`config.mk`:
```
export PLATFORM = sky130hd
export DESIGN_NAME = rstack_unit
export DESIGN_NICKNAME = d
export VERILOG_FILES = /design/src/rtl/rs_pkg.sv /design/src/rtl/rs_ctrl.sv /design/src/rtl/rs_ptr_counter.sv /design/src/rtl/rs_dpram.sv /design/src/rtl/rstack_unit.sv
export SDC_FILE = /design/constraint.sdc
export NUM_CORES = 1
export LEC_CHECK = 0
export BUFFER_PORTS_ARGS = -buffer_cell sky130_fd_sc_hd__buf_2
export CORE_UTILIZATION = 40
export CTS_CLUSTER_DIAMETER = 150
export DETAILED_ROUTE_END_ITERATION = 10
export SLEW_MARGIN = 40
export SYNTH_ARGS = -nofsm -noshare
export SYNTH_HDL_FRONTEND = slang
export SYNTH_HIERARCHICAL = 1
export SYNTH_SLANG_ARGS = --single-unit
export TNS_END_PERCENT = 20
```
`constraint.sdc`:
```
create_clock -name clk_i -period 4.35 [get_ports clk_i]
set_input_delay 0.435 -clock clk_i [delete_from_list [all_inputs] [get_ports clk_i]]
set_output_delay 0.435 -clock clk_i [all_outputs]
set_load 0.1 [all_outputs]
```
`src/rtl/rs_pkg.sv`:
```
package rs_pkg;
  typedef enum logic [2:0] {
    RS_NOP     = 3'd0,
    RS_PUSH    = 3'd1,
    RS_RET     = 3'd2,
    RS_RET2    = 3'd3,
    RS_RET_IF  = 3'd4,
    RS_RET2_IF = 3'd5,
    RS_SET_SP  = 3'd6,
    RS_RSVD    = 3'd7
  } rs_op_e;

  typedef struct packed {
    logic push;
    logic pop1;
    logic pop2;
    logic load;
  } rs_ctl_t;
endpackage

```
`src/rtl/rs_ctrl.sv`:
```
module rs_ctrl
  import rs_pkg::*;
(
  input  logic [2:0] op_i,
  input  logic       cond_i,
  output rs_ctl_t    ctl_o
);
  rs_op_e op;
  assign op = rs_op_e'(op_i);

  always_comb begin
    ctl_o = '0;
    unique case (op)
      RS_PUSH:    ctl_o.push = 1'b1;
      RS_RET:     ctl_o.pop1 = 1'b1;
      RS_RET2:    ctl_o.pop2 = 1'b1;
      RS_RET_IF:  ctl_o.pop1 = cond_i;
      RS_RET2_IF: ctl_o.pop2 = cond_i;
      RS_SET_SP:  ctl_o.load = 1'b1;
      default:    ctl_o = '0;
    endcase
  end
endmodule

```
`src/rtl/rs_ptr_counter.sv`:
```
module rs_ptr_counter #(
  parameter int unsigned AW = 4,
  parameter logic [AW-1:0] RST_VAL = '0,
  parameter logic [AW-1:0] LOAD_OFS = '0
) (
  input  logic          clk_i,
  input  logic          rst_ni,
  input  logic          inc_i,
  input  logic          dec1_i,
  input  logic          dec2_i,
  input  logic          load_i,
  input  logic [AW-1:0] load_val_i,
  output logic [AW-1:0] cnt_o
);
  localparam logic [AW-1:0] ONE = AW'(1);
  localparam logic [AW-1:0] TWO = AW'(2);

  logic [AW-1:0] cnt_q, cnt_d;

  always_comb begin
    cnt_d = cnt_q;
    if (load_i)      cnt_d = load_val_i + LOAD_OFS;
    else if (inc_i)  cnt_d = cnt_q + ONE;
    else if (dec1_i) cnt_d = cnt_q - ONE;
    else if (dec2_i) cnt_d = cnt_q - TWO;
  end

  always_ff @(posedge clk_i or negedge rst_ni) begin
    if (!rst_ni) cnt_q <= RST_VAL;
    else         cnt_q <= cnt_d;
  end

  assign cnt_o = cnt_q;
endmodule

```
`src/rtl/rs_dpram.sv`:
```
module rs_dpram #(
  parameter int unsigned DW = 16,
  parameter int unsigned DEPTH = 16,
  localparam int unsigned AW = $clog2(DEPTH)
) (
  input  logic          clk_i,
  input  logic [AW-1:0] a_addr_i,
  input  logic          a_we_i,
  input  logic [DW-1:0] a_wdata_i,
  output logic [DW-1:0] a_rdata_o,
  input  logic [AW-1:0] b_addr_i,
  output logic [DW-1:0] b_rdata_o
);
  logic [DW-1:0] mem_q [DEPTH];

  always_ff @(posedge clk_i) begin
    if (a_we_i) mem_q[a_addr_i] <= a_wdata_i;
  end

  assign a_rdata_o = mem_q[a_addr_i];
  assign b_rdata_o = mem_q[b_addr_i];
endmodule

```
`src/rtl/rstack_unit.sv`:
```
module rstack_unit
  import rs_pkg::*;
#(
  parameter int unsigned DW = 16,
  parameter int unsigned DEPTH = 16,
  localparam int unsigned AW = $clog2(DEPTH)
) (
  input  logic          clk_i,
  input  logic          rst_ni,
  input  logic [2:0]    op_i,
  input  logic          cond_i,
  input  logic [DW-1:0] ip_i,
  input  logic [AW-1:0] sp_load_i,
  output logic [DW-1:0] next_ip_o,
  output logic [DW-1:0] tor_o,
  output logic [AW-1:0] sp_o
);
  localparam logic [AW-1:0] MINUS_ONE = '1;

  rs_ctl_t       ctl;
  logic [AW-1:0] cnt_a, cnt_b, a_addr;
  logic [DW-1:0] a_rdata, b_rdata, tor_q;

  rs_ctrl u_ctrl (.op_i(op_i), .cond_i(cond_i), .ctl_o(ctl));

  // cnt_a: next free slot; cnt_b: newest stored entry (cnt_a - 1)
  rs_ptr_counter #(.AW(AW), .RST_VAL('0), .LOAD_OFS('0)) u_cnt_a (
    .clk_i(clk_i), .rst_ni(rst_ni), .inc_i(ctl.push), .dec1_i(ctl.pop1),
    .dec2_i(ctl.pop2), .load_i(ctl.load), .load_val_i(sp_load_i), .cnt_o(cnt_a)
  );

  rs_ptr_counter #(.AW(AW), .RST_VAL(MINUS_ONE), .LOAD_OFS(MINUS_ONE)) u_cnt_b (
    .clk_i(clk_i), .rst_ni(rst_ni), .inc_i(ctl.push), .dec1_i(ctl.pop1),
    .dec2_i(ctl.pop2), .load_i(ctl.load), .load_val_i(sp_load_i), .cnt_o(cnt_b)
  );

  // port A: push slot normally, second-newest entry on a double return
  assign a_addr = ctl.pop2 ? (cnt_a - AW'(2)) : cnt_a;

  rs_dpram #(.DW(DW), .DEPTH(DEPTH)) u_ram (
    .clk_i(clk_i), .a_addr_i(a_addr), .a_we_i(ctl.push), .a_wdata_i(tor_q),
    .a_rdata_o(a_rdata), .b_addr_i(cnt_b), .b_rdata_o(b_rdata)
  );

  always_ff @(posedge clk_i or negedge rst_ni) begin
    if (!rst_ni)       tor_q <= '0;
    else if (ctl.push) tor_q <= ip_i;
    else if (ctl.pop1) tor_q <= b_rdata;
    else if (ctl.pop2) tor_q <= a_rdata;
  end

  always_comb begin
    next_ip_o = ip_i;
    if (ctl.pop1)      next_ip_o = tor_q;
    else if (ctl.pop2) next_ip_o = b_rdata;
  end

  assign tor_o = tor_q;
  assign sp_o  = cnt_a;
endmodule

```
# Yosys cells after proc, flatten, opt, wreduce, memory -nomap -nowiden
# Memory sizes are Yosys's and may differ from the RTL's.
# Cells that the tools add are included.
# classes
add_sub_neg	7
eq_ne	6
mux	19
n_reduce_logical	2
# op_table
op	n
$mux W16	5
$mux W4	8
$eq A3 B3 Y1 const B	3
$add A4 B1 Y4 const B	2
$sub A4 B1 Y4 const B	2
$sub A4 B2 Y4 const B	2
$eq A3 B2 Y1 const B	2
$add A4 B4 Y4 const B	1
$mux W1	4
$pmux W1 S2	2
$reduce_bool A4 Y1	1
$eq A3 B1 Y1 const B	1
$reduce_bool A3 Y1	1
# word_totals
register_bits	24
mem_bits_rw	256
input_bits	26
output_inout_bits	36
elab_cells	38
memories	1
# mem_list
name	depth	word_bits	read_ports	rd_ports_with_merged_regs	write_ports	line_no	text
u_ram.mem_q	16	16	2	0	1	rs_dpram.sv:14	logic [DW-1:0] mem_q [DEPTH];

# Longest topological paths before layout
# An unclocked memory read counts as a cell.
# logic_depth
depth_word	7
ltp_mapped	12
ltp_nobuf	9

# By module
# The synthesis kept the hierarchy.
# modules_own_cells
mod	instances	cells_each	area_each_um2	seq_area_each_um2
rs_dpram	1	555	11613.6	7687.4
rstack_unit	1	135	1157.4	400.4
rs_ptr_counter at u_cnt_b	1	45	440.4	105.1
rs_ptr_counter at u_cnt_a	1	42	382.9	100.1
rs_ctrl	1	8	55.1	0.0

# Worst setup path after synthesis
# No wires, ideal clock.
# synth_timing
path_type	flip-flop to output port
start	register u_cnt_b.cnt_q[1], in the netlist u_cnt_b/cnt_o[1]
end	output next_ip_o[13]
arrival_ns	3.660
required_time_ns	3.915
setup_slack_ns	0.255
path_stages_with_launch	8
n_path_buf	2
cell_sequence	dfstp_2 -> buf_2 -> buf_1 -> mux4_2 -> a22oi_1 -> nand2_1 -> mux2i_1 -> o21ai_0
# synth_between
elab_chain_len	3
# synth_rtl
item	line_no	text
start, declared	rs_ptr_counter.sv:18	logic [AW-1:0] cnt_q, cnt_d;
start signal, assigned	rs_ptr_counter.sv:30	else cnt_q <= cnt_d;
$mem_v2 Z16 W16	n/a	
via b_rdata[13]	rstack_unit.sv:22	logic [DW-1:0] a_rdata, b_rdata, tor_q;
$mux W16	rstack_unit.sv:55	else if (ctl.pop2) next_ip_o = b_rdata;
$mux W16	rstack_unit.sv:54	if (ctl.pop1) next_ip_o = tor_q;
end, declared	rstack_unit.sv:14	output logic [DW-1:0] next_ip_o,
# The timed path passes the listed nets, and every way through them passes these cells.

# Final worst setup path
# layout_timing
start	register u_cnt_b.cnt_q[0], in the netlist u_cnt_b/cnt_o[0]
end	output next_ip_o[3]
# Same word-level chain as after synthesis.

==> flow_metrics.py <==
metrics = {
    "layout": {
        "layout-drive-gt1-share": 0.354,
        "final_cell_mix": "256 x edfxtp_1, 118 x mux4_2, 97 x a22oi_1",
        "n_fill_cell": 2877,
        "fin_util": 0.474,
        "layout.cells.non_filler": 1347,
        "stdcell_area_sq_um": 15900,
        "final_nets": 913,
        "n_antenna_cell": 0,
        "syn2layout_area_growth_pct": 16.4,
        "layout_commonest_cell": "edfxtp_1",
    },
    "grt": {
        "grtUsageMet3": 0.0346,
        "grtUsageTotal": 0.211,
        "antenna_found_initial": 0,
        "gr-usage-met2": 0.341,
        "grt_max_degree": 43,
        "busiest_layer": "met2",
        "grt_overflow_total": 0,
        "grt_pass1_vias": 8443,
        "grt_pass1_wl_microns": 54400,
        "met1_usage": 0.294,
    },
    "yosys": {
        "yosys_warnings": 6,
        "synth_nets": 823,
        "synthCells": 785,
        "synth_top_area_frac": 0.563,
        "synth_cell_types": 55,
        "synth_area_leaders": "edfxtp_1 56%, mux4_2 19%, a22oi_1 5.3%",
        "synth_area_sq_um": 13600,
        "ys_ff_latch": 280,
        "synth_area_per_cell_sq_um": 17.4,
        "seq_area_frac_synth": 0.608,
        "yosys.area.top_type": "edfxtp_1",
    },
    "place": {
        "place.gp.congestion": 0.787,
        "post-place-cells": 1289,
        "hpwl_microns": 23800,
        "placement.cell_area_sq_um": 14800,
        "io_buffers": 61,
    },
    "clock_network": {
        "clock_path_buffers": 3,
        "post_cts_buffers": 0,
        "clk_pin_slew_ps": 60,
        "clock_latency_ps": 590,
        "cts_tree": "yes",
        "cts_buffers": 30,
        "root_buffer": "clkbuf_16",
        "cts_resized": 0,
        "clock-sinks": 280,
        "htreeDepth": 1,
    },
    "min_path": {
        "min_path_type": "in2reg",
    },
    "floorplanning": {
        "start_util": 0.407,
        "die_x_microns": 187,
        "die_area_sq_um": 34900,
        "core_area_sq_um": 33500,
        "fp-row-count": 67,
        "io_pins": 62,
        "die_h_microns": 187,
    },
    "detailed_routing": {
        "wl_per_cell_microns": 27.0,
        "antenna_left": 0,
        "vias_per_cell": 6.05,
        "first_iter_violations": 740,
        "totalWireLength_microns": 36300,
        "vias": 8156,
        "drc": 0,
        "drt_pass1_iterations": 5,
    },
    "timing": {
        "finalHoldViolCount": 0,
        "min_period_over_period": 0.908,
        "timing.setup.tns_ps": 0,
        "skew_ps": 59.0,
        "setup_viol": 0,
        "tightest_slew_ps": 934,
        "relSlewSlack": 0.375,
        "rsz0062_at_grt": "false",
        "post-route-min-period_ps": 3950,
        "drv_slew": 0,
        "max_freq_mhz": 253,
    },
    "setup_path": {
        "path_class": "reg2out",
        "cp_max_fo": 31,
        "r2r_slack_ps": 1370,
        "worst_setup_path_start_kind": "register",
        "crit_path_end_kind": "output port",
        "required_ps": 3910,
        "cp.arrival_ps": 3510,
    },
    "power_and_ir_drop": {
        "cellLeakagePower_nw": 5.35,
        "ir_drop_v": 0.000505,
        "p_per_area_nw_per_um2": 704,
    },
    "run": {
        "drv_cap": 0,
    },
    "run_status": {
        "status": "completed",
    },
}
metal layers:
layer	wire length, microns	up-vias	part of all wire
met1	15500	4274	0.43
met5	0	-	0
met3	2440	57	0.067
li1	-	3499	-
met2	17400	326	0.48
met4	1020	0	0.028
layout make-up:
cell class | instances | area (sq um) | area share
Sequential cell | 280 | 8300 | 0.523
Multi-Input combinational cell | 433 | 5080 | 0.320
Timing Repair Buffer | 118 | 830 | 0.0522
Clock buffer | 42 | 826 | 0.0520
Tap cell | 448 | 561 | 0.0353
Clock inverter | 14 | 246 | 0.0155
Inverter | 12 | 45.0 | 0.00283
worst max-delay path, stage by stage, from the launching register on:
cell and delay (ps):
dfstp_4 960, buf_4 310, mux4_2 530, a22oi_1 380
nand2_1 150, mux2i_1 150, o21ai_0 140, buf_2 330
cells in the mapped netlist, drive strengths merged:
library cell / instances
a2111oi: 2
and2: 2
nor3b: 2
and3: 1
nor2: 19
nor4: 1
a211oi: 3
xor2: 2
clkbuf: 28
a32o: 2
o21bai: 1
a211o: 1
and4: 1
a221oi: 2
and3b: 2
a22oi: 97
nand3b: 5
mux4: 128
nand3: 4
xnor2: 3
o21a: 1
edfxtp: 256
or3b: 1
buf: 32
o22ai: 3
nor3: 6
a32oi: 1
nand2: 52
mux2i: 16
inv: 12
or4bb: 1
nand2b: 4
or4: 2
o21ai: 35
a22o: 2
and2b: 1
a21oi: 7
dfrtp: 20
nand4b: 1
ha: 12
nor2b: 7
or3: 2
a311o: 1
dfstp: 4
repair_timing:
item                                    4_1_cts  5_1_grt
hold buffers                                  1        0
endpoints found under the setup margin        0        0
hold endpoints to repair                     20        0
registers in the layout, summed over array words and instances, names as in the netlist:
signal	flops
u_ram/mem_q	256
tor_o	16
u_cnt_b/cnt_o	4
u_cnt_a/cnt_o	4
metrics by stage:
step | power [mW] | setup slack (ps) | hold slack (ps)
floorplan | 7.17 | 255 | 139
global placement | 8.45 | 934 | 540
detailed placement | 8.51 | 987 | 534
CTS | 11.2 | 404 | 64.7
global route | 11.6 | 270 | 74.3
finish | 11.2 | 400 | 79.3
where the power goes:
part / switching (mW) / internal, mW / leakage, nW / total (mW)
clock network: 1.06 / 1.68 / 0.511 / 2.74
registers: 0.663 / 3.51 / 2.62 / 4.17
logic: 2.72 / 1.56 / 2.22 / 4.28
total: 4.44 / 6.75 / 5.35 / 11.2
cells by family (layout without fill, tap and decap cells):
kind of cell,Yosys count,count (layout),synth area share
AO/OA/AOI/OAI,158,158,0.0821
XOR/XNOR,5,5,0.00321
adder cells (fa/ha/maj),12,12,0.0110
buffers and inverters,72,186,0.0278
flip-flops,280,280,0.608
multiplexers,144,144,0.226
AND/OR/NAND/NOR,114,114,0.0426
worst paths after layout:
| path | start | cells past startpoint | to |
|---|---|---|---|
| max reg2reg | u_cnt_a/cnt_o[1] | 9 | tor_o[3] |
| min in group asynchronous | rst_ni | 2 | tor_o[14] |
| max in group asynchronous | rst_ni | 3 | u_cnt_b/cnt_o[1] |
| max | u_cnt_b/cnt_o[0] | 7 | next_ip_o[3] |
| min reg2reg | u_cnt_b/cnt_o[3] | 2 | u_cnt_b/cnt_o[3] |
| min | sp_load_i[0] | 2 | u_cnt_b/cnt_o[0] |
Note: power is estimated with default switching activity, not from simulation.
